===== src/rtl/coin_vend_pkg.sv =====
package coin_vend_pkg;

  localparam int unsigned NUM_PROD    = 5;
  localparam int unsigned IDX_W       = $clog2(NUM_PROD);
  localparam int unsigned CENT_W      = 7;
  localparam int unsigned BASE_CENTS  = 55;
  localparam int unsigned STEP_CENTS  = 5;
  localparam int unsigned MAX_CREDIT  = 95;
  localparam int unsigned NICKEL_C    = 5;
  localparam int unsigned DIME_C      = 10;
  localparam int unsigned QUARTER_C   = 25;

  typedef logic [CENT_W-1:0] cents_t;
  typedef logic [IDX_W-1:0]  prod_idx_t;

  typedef enum logic [1:0] {
    ST_ACCEPT   = 2'd0,
    ST_DISPENSE = 2'd1,
    ST_PAYOUT   = 2'd2,
    ST_DONE     = 2'd3
  } vend_state_t;

  // Price of product slot idx in cents.
  function automatic cents_t price_of(input int unsigned idx);
    return cents_t'(BASE_CENTS + STEP_CENTS * idx);
  endfunction

  // Binary cents (0..99) to two packed BCD digits.
  function automatic logic [7:0] cents_to_bcd(input cents_t c);
    int unsigned v;
    v = int'(c);
    return {4'(v / 10), 4'(v % 10)};
  endfunction

  // Value of the coins pulsed in one cycle.
  function automatic logic [CENT_W:0] coin_value(input logic n, input logic d,
                                                 input logic q);
    int unsigned s;
    s = (n ? NICKEL_C : 0) + (d ? DIME_C : 0) + (q ? QUARTER_C : 0);
    return (CENT_W+1)'(s);
  endfunction

endpackage


===== src/rtl/vend_tick_div.sv =====
module vend_tick_div #(
  parameter int unsigned CLK_HZ  = 50_000_000,
  parameter int unsigned TICK_HZ = 1
) (
  input  logic clk_i,
  input  logic rst_ni,
  output logic tick_o
);
  localparam int unsigned RATIO = (CLK_HZ / TICK_HZ < 1) ? 1 : CLK_HZ / TICK_HZ;
  localparam int unsigned CNT_W = (RATIO > 1) ? $clog2(RATIO) : 1;
  localparam logic [CNT_W-1:0] LAST = CNT_W'(RATIO - 1);

  logic [CNT_W-1:0] cnt_q;

  assign tick_o = (cnt_q == LAST);

  always_ff @(posedge clk_i or negedge rst_ni) begin
    if (!rst_ni)     cnt_q <= '0;
    else if (tick_o) cnt_q <= '0;
    else             cnt_q <= cnt_q + 1'b1;
  end
endmodule


===== src/rtl/vend_price_sel.sv =====
module vend_price_sel
  import coin_vend_pkg::*;
(
  input  logic [NUM_PROD-1:0] sel_sw_i,
  output logic                valid_o,
  output prod_idx_t           idx_o,
  output cents_t              price_o
);
  cents_t table_w [NUM_PROD];

  for (genvar g = 0; g < NUM_PROD; g++) begin : g_price
    assign table_w[g] = price_of(g);
  end

  assign valid_o = $onehot(sel_sw_i);

  always_comb begin
    idx_o = '0;
    for (int i = 0; i < NUM_PROD; i++) begin
      if (sel_sw_i[i]) idx_o = idx_o | prod_idx_t'(i);
    end
  end

  assign price_o = valid_o ? table_w[idx_o] : '0;
endmodule


===== src/rtl/vend_credit_acc.sv =====
module vend_credit_acc
  import coin_vend_pkg::*;
(
  input  logic   clk_i,
  input  logic   rst_ni,
  input  logic   nickel_i,
  input  logic   dime_i,
  input  logic   quarter_i,
  input  logic   lock_i,
  input  logic   clear_i,
  output cents_t credit_o
);
  cents_t          credit_q;
  logic [CENT_W:0] sum_w;
  logic            any_coin_w;
  logic            accept_w;

  assign any_coin_w = nickel_i | dime_i | quarter_i;
  assign sum_w      = {1'b0, credit_q} + coin_value(nickel_i, dime_i, quarter_i);
  assign accept_w   = !lock_i && any_coin_w && (sum_w <= (CENT_W+1)'(MAX_CREDIT));

  always_ff @(posedge clk_i or negedge rst_ni) begin
    if (!rst_ni)       credit_q <= '0;
    else if (clear_i)  credit_q <= '0;
    else if (accept_w) credit_q <= sum_w[CENT_W-1:0];
  end

  assign credit_o = credit_q;
endmodule


===== src/rtl/vend_seq.sv =====
module vend_seq
  import coin_vend_pkg::*;
(
  input  logic                clk_i,
  input  logic                rst_ni,
  input  logic                tick_i,
  input  logic                sel_valid_i,
  input  prod_idx_t           sel_idx_i,
  input  cents_t              price_i,
  input  cents_t              credit_i,
  output vend_state_t         state_o,
  output logic                lock_o,
  output logic                clear_o,
  output logic [NUM_PROD-1:0] vend_led_o,
  output logic                nickel_sol_o,
  output logic                dime_sol_o
);
  vend_state_t state_q;
  prod_idx_t   prod_q;
  cents_t      change_q;
  logic        nickel_q, dime_q;
  logic        reach_w;
  logic        showing_w;

  assign reach_w   = (state_q == ST_ACCEPT) && sel_valid_i && (credit_i >= price_i);
  assign lock_o    = (state_q != ST_ACCEPT) || reach_w;
  assign clear_o   = (state_q == ST_DONE);
  assign showing_w = (state_q == ST_DISPENSE) || (state_q == ST_PAYOUT);

  always_ff @(posedge clk_i or negedge rst_ni) begin
    if (!rst_ni) begin
      state_q  <= ST_ACCEPT;
      prod_q   <= '0;
      change_q <= '0;
      nickel_q <= 1'b0;
      dime_q   <= 1'b0;
    end else begin
      nickel_q <= 1'b0;
      dime_q   <= 1'b0;
      unique case (state_q)
        ST_ACCEPT: if (reach_w) begin
          state_q  <= ST_DISPENSE;
          prod_q   <= sel_idx_i;
          change_q <= credit_i - price_i;
        end
        ST_DISPENSE: if (tick_i) state_q <= ST_PAYOUT;
        ST_PAYOUT: if (tick_i) begin
          if (change_q >= cents_t'(DIME_C)) begin
            dime_q   <= 1'b1;
            change_q <= change_q - cents_t'(DIME_C);
          end else if (change_q >= cents_t'(NICKEL_C)) begin
            nickel_q <= 1'b1;
            change_q <= change_q - cents_t'(NICKEL_C);
          end else begin
            state_q  <= ST_DONE;
          end
        end
        ST_DONE: state_q <= ST_ACCEPT;
        default: state_q <= ST_ACCEPT;
      endcase
    end
  end

  for (genvar g = 0; g < NUM_PROD; g++) begin : g_led
    assign vend_led_o[g] = showing_w && (prod_q == prod_idx_t'(g));
  end

  assign state_o      = state_q;
  assign nickel_sol_o = nickel_q;
  assign dime_sol_o   = dime_q;
endmodule


===== src/rtl/coin_vend_ctrl.sv =====
module coin_vend_ctrl
  import coin_vend_pkg::*;
#(
  parameter int unsigned CLK_HZ  = 50_000_000,
  parameter int unsigned TICK_HZ = 1
) (
  input  logic                clk_i,
  input  logic                rst_ni,
  input  logic [NUM_PROD-1:0] sel_sw_i,
  input  logic                nickel_i,
  input  logic                dime_i,
  input  logic                quarter_i,
  output logic [7:0]          price_bcd_o,
  output logic [7:0]          credit_bcd_o,
  output logic [NUM_PROD-1:0] vend_led_o,
  output logic                coin_lock_o,
  output logic                nickel_sol_o,
  output logic                dime_sol_o
);
  logic        tick_w;
  logic        sel_valid_w;
  prod_idx_t   sel_idx_w;
  cents_t      price_w;
  cents_t      credit_q;
  logic        clear_w;
  logic        pay_w;
  vend_state_t state_w;

  vend_tick_div #(.CLK_HZ(CLK_HZ), .TICK_HZ(TICK_HZ)) u_div (
    .clk_i(clk_i), .rst_ni(rst_ni), .tick_o(tick_w)
  );

  vend_price_sel u_price (
    .sel_sw_i(sel_sw_i), .valid_o(sel_valid_w), .idx_o(sel_idx_w), .price_o(price_w)
  );

  vend_credit_acc u_credit (
    .clk_i(clk_i), .rst_ni(rst_ni), .nickel_i(nickel_i), .dime_i(dime_i),
    .quarter_i(quarter_i), .lock_i(coin_lock_o), .clear_i(clear_w), .credit_o(credit_q)
  );

  vend_seq u_seq (
    .clk_i(clk_i), .rst_ni(rst_ni), .tick_i(tick_w), .sel_valid_i(sel_valid_w),
    .sel_idx_i(sel_idx_w), .price_i(price_w), .credit_i(credit_q), .state_o(state_w),
    .lock_o(coin_lock_o), .clear_o(clear_w), .vend_led_o(vend_led_o),
    .nickel_sol_o(nickel_sol_o), .dime_sol_o(dime_sol_o)
  );

  assign pay_w        = (state_w == ST_PAYOUT);
  assign price_bcd_o  = cents_to_bcd(price_w);
  assign credit_bcd_o = cents_to_bcd(credit_q);
endmodule


===== config.mk =====
export PLATFORM = sky130hd
export DESIGN_NAME = coin_vend_ctrl
export DESIGN_NICKNAME = d
export VERILOG_FILES = /design/src/rtl/coin_vend_pkg.sv /design/src/rtl/vend_tick_div.sv /design/src/rtl/vend_price_sel.sv /design/src/rtl/vend_credit_acc.sv /design/src/rtl/vend_seq.sv /design/src/rtl/coin_vend_ctrl.sv
export SDC_FILE = /design/constraint.sdc
export NUM_CORES = 1
export LEC_CHECK = 0
export ABC_AREA = 0
export BUFFER_PORTS_ARGS = -buffer_cell sky130_fd_sc_hd__buf_4
export CAP_MARGIN = 40
export CORE_UTILIZATION = 61
export CTS_CLUSTER_SIZE = 25
export DETAILED_ROUTE_END_ITERATION = 16
export PLACE_DENSITY_LB_ADDON = 0.1
export SYNTH_ARGS = -nofsm -noshare
export SYNTH_HDL_FRONTEND = slang
export SYNTH_SLANG_ARGS = --single-unit
export TNS_END_PERCENT = 30

===== constraint.sdc =====
create_clock -name clk_i -period 4.6 [get_ports clk_i]
set_input_delay 0.69 -clock clk_i [delete_from_list [all_inputs] [get_ports clk_i]]
set_output_delay 0.69 -clock clk_i [all_outputs]
set_load 0.01 [all_outputs]

# ---- Word level (Yosys, flattened, before mapping)
# Memories as Yosys holds them, arrays and structs flattened.
# Cells that the tools add are included.
dict set report word_totals {
  regBits 47
  romBits 56
  inputBits 10
  wordCells 97
  memories 1
}
dict set report op_classes {
  add_sub_neg 11
  div_mod_pow 4
  order_cmp 5
  eq_ne 15
  n_mux 31
  n_bitwise 3
  n_reduce_logical 20
}
# memory words word_bits read_ports rd_ports_with_merged_regs wr line_no
set mem_list {}
lappend mem_list {{(no name shown)} 8 7 1 0 0 vend_price_sel.sv:24} ;# assign price_o = valid_o ? table_w[idx_o] : '0;
# op n
set op_table {}
lappend op_table {{7-bit by 4-bit divider with 32-bit output (second input constant)} 2}
lappend op_table {{7-bit by 4-bit remainder unit with 32-bit output (second input constant)} 2}
lappend op_table {{7-bit 2-to-1 mux} 9}
lappend op_table {{26-bit by 1-bit adder with 26-bit output (second input constant)} 1}
lappend op_table {{26-bit == test (second input constant)} 1}
lappend op_table {{26-bit 2-to-1 mux} 1}
lappend op_table {{8-bit adder} 2}
lappend op_table {{2-bit 2-to-1 mux} 7}
lappend op_table {{7-bit one-hot mux with 2 select lines} 1}
lappend op_table {{1-bit logical AND} 9}
lappend op_table {{7-bit by 8-bit adder with 8-bit output} 1}
lappend op_table {{8-bit by 7-bit less-or-equal comparator with 1-bit output (second input constant)} 1}
lappend op_table {{1-bit 2-to-1 mux} 8}
lappend op_table {{2-bit != test (second input constant)} 4}
lappend op_table {{2-bit one-hot mux with 4 select lines} 1}
lappend op_table {{7-bit by 3-bit >= comparator with 1-bit output (second input constant)} 1}
lappend op_table {{7-bit by 4-bit >= comparator with 1-bit output (second input constant)} 1}
lappend op_table {{7-bit >= comparator} 1}
lappend op_table {{7-bit by 3-bit subtractor with 7-bit output (second input constant)} 1}
lappend op_table {{7-bit by 4-bit subtractor with 7-bit output (second input constant)} 1}
lappend op_table {{7-bit subtractor} 1}
lappend op_table {{3-bit by 1-bit == test with 1-bit output (second input constant)} 2}
lappend op_table {{3-bit by 2-bit == test with 1-bit output (second input constant)} 2}
lappend op_table {{3-bit 2-to-1 mux} 2}
lappend op_table {{other kinds (21)} 27}

# ---- Depth between registers and ports, before layout
dict set report logic_depth {
  word_depth 17
  depth_mapped 18
}

# ---- Modules after synthesis
# From an unflattened synthesis, not the netlist that was laid out.
dict set report hier_totals {
  hier_cells 571
  area_unflattened_um2 4922.2
}
# mod instances cells_per_inst area_each_um2 seq_area_each_um2
set by_module_without_submodules {}
lappend by_module_without_submodules {vend_seq 1 175 1546.5 350.3}
lappend by_module_without_submodules {vend_tick_div 1 134 1337.5 650.6}
lappend by_module_without_submodules {coin_vend_ctrl 1 164 1167.4 0.0}
lappend by_module_without_submodules {vend_credit_acc 1 71 668.1 175.2}
lappend by_module_without_submodules {vend_price_sel 1 27 202.7 0.0}

# ---- Worst setup path before layout
# OpenSTA, ideal clock, no wires.
dict set report synth_timing {
  path_type {input to register}
  from {input port sel_sw_i[2]}
  to {register u_credit.credit_q[4] (netlist: u_credit.credit_o[4])}
  setup_time_ps 78
  t_arrival_ps 4450
  t_required_ps 4522
  path_slack_ps 73
  cell_stages 18
  n_path_buf 1
  path_cell_list {inv_1 > ha_1 > fa_1 > inv_1 > fa_1 > nand3_1 > inv_1 > o21ai_0 > ha_1 > nor2b_4 > o311a_1 > o31a_1 > o21ai_2 > inv_2 > a211o_1 > buf_6 > or3_1 > a21oi_1}
}
dict set report synth_between {
  elab_chain_len 15
}
# item line_no
set synth_rtl {}
lappend synth_rtl {{from (decl)} coin_vend_ctrl.sv:9} ;# input logic [NUM_PROD-1:0] sel_sw_i,
lappend synth_rtl {{parallel branches: the longest is 9 deep, another holds 7-bit >= comparator} --}
lappend synth_rtl {{1-bit logical AND (*)} vend_seq.sv:25} ;# assign reach_w = (state_q == ST_ACCEPT) && sel_valid_i && (credit_i >= price_i);
lappend synth_rtl {{1-bit logical OR (*)} vend_seq.sv:26} ;# assign lock_o = (state_q != ST_ACCEPT) || reach_w;
lappend synth_rtl {{named net coin_lock_o} coin_vend_ctrl.sv:16} ;# output logic coin_lock_o,
lappend synth_rtl {{1-bit logical NOT (*)} vend_credit_acc.sv:20} ;# assign accept_w = !lock_i && any_coin_w && (sum_w <= (CENT_W+1)'(MAX_CREDIT));
lappend synth_rtl {{1-bit logical AND (*) (2 in series)} vend_credit_acc.sv:20}
lappend synth_rtl {{2-bit nonzero test (no line) (*)} --}
lappend synth_rtl {{to (signal assigned)} vend_credit_acc.sv:25} ;# else if (accept_w) credit_q <= sum_w[CENT_W-1:0];
lappend synth_rtl {{to (decl)} vend_credit_acc.sv:13} ;# cents_t credit_q;
# Mark *: on every way through the listed nets, which the timed path passes. The select of a mux whose other input is x is not followed.
# A chain may end at the register's enable or synchronous reset.

# ---- Final worst setup path
dict set report layout_timing {
  from {input port sel_sw_i[3]}
  to {output port coin_lock_o}
}
dict set report layout_between {
  elab_chain_len 10
}
# item line_no
set layout_rtl {}
lappend layout_rtl {{parallel branches: the longest is 8 deep, another holds 7-bit >= comparator} --}
lappend layout_rtl {{1-bit logical AND (*)} vend_seq.sv:25}
lappend layout_rtl {{1-bit logical OR (*)} vend_seq.sv:26}
lappend layout_rtl {{to (decl)} coin_vend_ctrl.sv:16}
# Every way passes the cells marked *. The select of a mux whose other input is x is not followed.

==> results.yml <==
finish:
  area_growth_pct: 10.89
  drive_gt1_frac: 0.1292
  num_antenna_cells: 0
  finalNetCount: 555
  final_cells: 580
clocking:
  post-cts-setup-buffer-count: 0
  clk_latency_ns: 0.31
  max-clock-path-buffers: 2
  clk_pin_slew_ns: 0.09
  htreeDepth: 2
  cts_made_buffers: 5
  cts_tree: "yes"
  cts_root_buffer: "clkbuf_8"
  clkSinkCount: 47
setup_path:
  cpMostUsedCell: "inv_1"
  path_class: "in -> out"
  slowest_stage: "fa_1"
  critical_path.max_stage_delay_ns: 0.44
  start_kind: "input port"
  crit_arrival_ns: 3.73
  crit_path_cell_trace: "buf_4, inv_1, ha_1, fa_1, inv_1, fa_1, nand3_2, inv_1, o21ai_0, ha_1, nor2b_4, o311a_1, o31a_1, o21ai_2, inv_2, buf_4"
  critical_path_required_ns: 3.91
  end_kind: "primary output"
  path_max_fanout: 5
synth:
  synth_cells: 469
  synth.distinct_cells: 61
  syn_nets: 522
  ys_seq_area_frac: 0.2940
  syn_area_per_cell_um2: 8.529
  netlist_area_um2: 4000
  yosys_warnings: 0
  synthArstFlopShare: 1.000
  synth-seq-cells: 47
  synth_flop_cell: "dfrtp_1"
  synth_edf_count: 0
power:
  powerDensity_nw_per_um2: 532.1
  finalPower_w: 0.002360
  p_switching_w: 0.001079
  ir_drop_mv: 0.4039
  pwr-share-clk: 0.110
  p_int_w: 0.001281
  p_leak_nw: 2.079
  pwr-share-comb: 0.624
  seqPwrFrac: 0.266
  swShare: 0.4570
place:
  gp_congestion: 0.9232
  numPortBuffers: 32
  place_hpwl_mm: 6.364
  dp_cells: 572
  dp_slack_ns: 0.07225
global_route:
  grt.total_usage: 0.2570
  grt.overflow.total: 0
  grt_pass1_wl_mm: 14.77
  grt_max_degree: 48
  first_global_vias: 3198
  grt_antenna_before_repair: 0
floorplanning:
  die_h_um: 82.98
  coreArea_um2: 6350
  die-area_um2: 6886
  io_pins: 34
  num_rows: 29
  die_x_um: 82.98
  start_util: 0.6300
timing:
  slew_headroom: 0.5554
  timing.final.crit_share: 0.9618
  setup_viol: 0
  fmax_mhz: 226.0
  tns_ns: 0
  fin_hold_ws_ns: 0.3785
  skew_ns: 0.01182
  rsz0062_at_grt: "no"
  drv_slew: 0
  period_needed_ns: 4.424
  tightest_slew_ns: 0.6618
  setup_ws_ns: 0.1755
  hold_violations: 0
route:
  drt_iter0_drc: 179
  vias: 3430
  ant_nets: 0
  drtPass1Iterations: 5
  routed_wl_mm: 8.497
  drc: 0
  viasPerCell: 5.914
  routedWlPerCell_um: 14.65
worst_hold_path:
  hold_path.class: "in -> async"
job:
  cap_viol_max_count: 0
outcome:
  status: "finished clean"
metrics by stage:
stage / utilization / area, um2
6_report: 0.6985 / 4436
2_1_floorplan: - / 4000
3_3_place_gp: 0.6824 / 4333
4_1_cts: 0.6967 / 4424
5_1_grt: 0.6985 / 4436
3_5_place_dp: 0.6824 / 4333
path summary, 6_finish.rpt:
check / start / to / slack (ns) / depth (start not counted)
min in group clk_i: u_div.cnt_q[4] / u_div.cnt_q[4] / 0.49 / 1
max: sel_sw_i[3] / coin_lock_o / 0.18 / 16
max reg2reg: u_credit.credit_o[3] / u_credit.credit_o[4] / 1.28 / 9
min reg2reg: u_div.cnt_q[4] / u_div.cnt_q[4] / 0.49 / 1
min: rst_ni / u_div.cnt_q[9] / 0.38 / 1
max in group asynchronous: rst_ni / u_div.cnt_q[19] / 3.83 / 1
synth_stat cells, types with 3 or more instances:
cell,count,area [um2]
nor2_1,52,195.2
dfrtp_1,47,1176
ha_1,37,462.9
nand2_1,35,131.4
inv_1,28,105.1
o21ai_0,28,140.1
a21oi_1,20,100.1
nand3_1,20,100.1
xnor2_1,19,166.4
xor2_1,16,140.1
mux2i_1,13,130.1
nor3_1,13,65.06
and3_1,12,75.07
clkbuf_1,12,45.04
nor2b_1,11,68.82
a211oi_1,8,60.06
nand2b_1,8,50.05
fa_1,6,120.1
o211ai_1,6,45.04
o21a_1,6,45.04
and4_1,5,43.79
o22ai_1,4,25.02
and2_1,3,18.77
mux2_2,3,33.78
nand4_1,3,18.77
nor3b_1,3,22.52
o31ai_1,3,22.52
or2_2,3,18.77
cell families after synthesis:
family,synth area share
AND/OR/NAND/NOR,0.2321
AO/OA/AOI/OAI,0.1620
flip-flops,0.2940
adder cells (fa/ha/maj),0.1483
buffers and inverters,0.04504
XOR/XNOR,0.07663
multiplexers,0.04097
other,0.0009375
timing repair:
| item | 4_1_cts | 5_1_grt |
|---|---|---|
| endpoints found under the setup margin | 0 | 4 |
| gates resized for setup | 0 | 3 |
| hold buffers | 0 | 0 |
state kept, by name, indices dropped and copies added (netlist names):
register,count
u_div.cnt_q,26
u_credit.credit_o,7
u_seq.change_q,7
u_seq.prod_q,3
u_seq.state_o,2
u_seq.dime_sol_o,1
u_seq.nickel_sol_o,1
cells in the final DEF (no fill, tap or decap), drive strengths merged, types with 19 or more instances in the layout:
cell   instances
o21ai         30
inv           31
nor2          52
nand2         35
nand3         20
xnor2         19
buf           41
ha            37
dfrtp         47
a21oi         21
critical path, delay by kind of cell:
family	cells	cell delay, ns
buffers and inverters	6	0.50
adders and majority gates	4	1.40
and+or+nand+nor	2	0.25
AOI/OAI and AO/OA	4	0.87
cell type report:
type                    instances  area, um2
clock buffers                   5      68.82
fillers                       542       1914
multi-input cells             378       2655
flip-flops and latches         47       1176
repair buffers                 41      307.8
well taps                      77      96.34
inverters                      29      108.9
clock inverters                 3      22.52
layer usage:
| metal | up-vias | global-route usage | wire, um |
|---|---|---|---|
| li1 | 1720 | - | - |
| met1 | 1618 | 0.3614 | 4067 |
| met2 | 83 | 0.4203 | 3977 |
| met3 | 9 | 0.03181 | 341 |
| met4 | 0 | 0.06740 | 110 |
| met5 | - | 0 | 0 |
power by group through the flow:
stage,registers [W],clock network (W),logic (W)
6_report,0.000627,0.000260,0.00147
5_1_grt,0.000645,0.000281,0.00164
4_1_cts,0.000625,0.000265,0.00146
3_5_place_dp,0.000632,0,0.00145
3_3_place_gp,0.000628,0,0.00141
2_1_floorplan,0.000571,0,0.00109
Power figures use the tool's default switching activity.
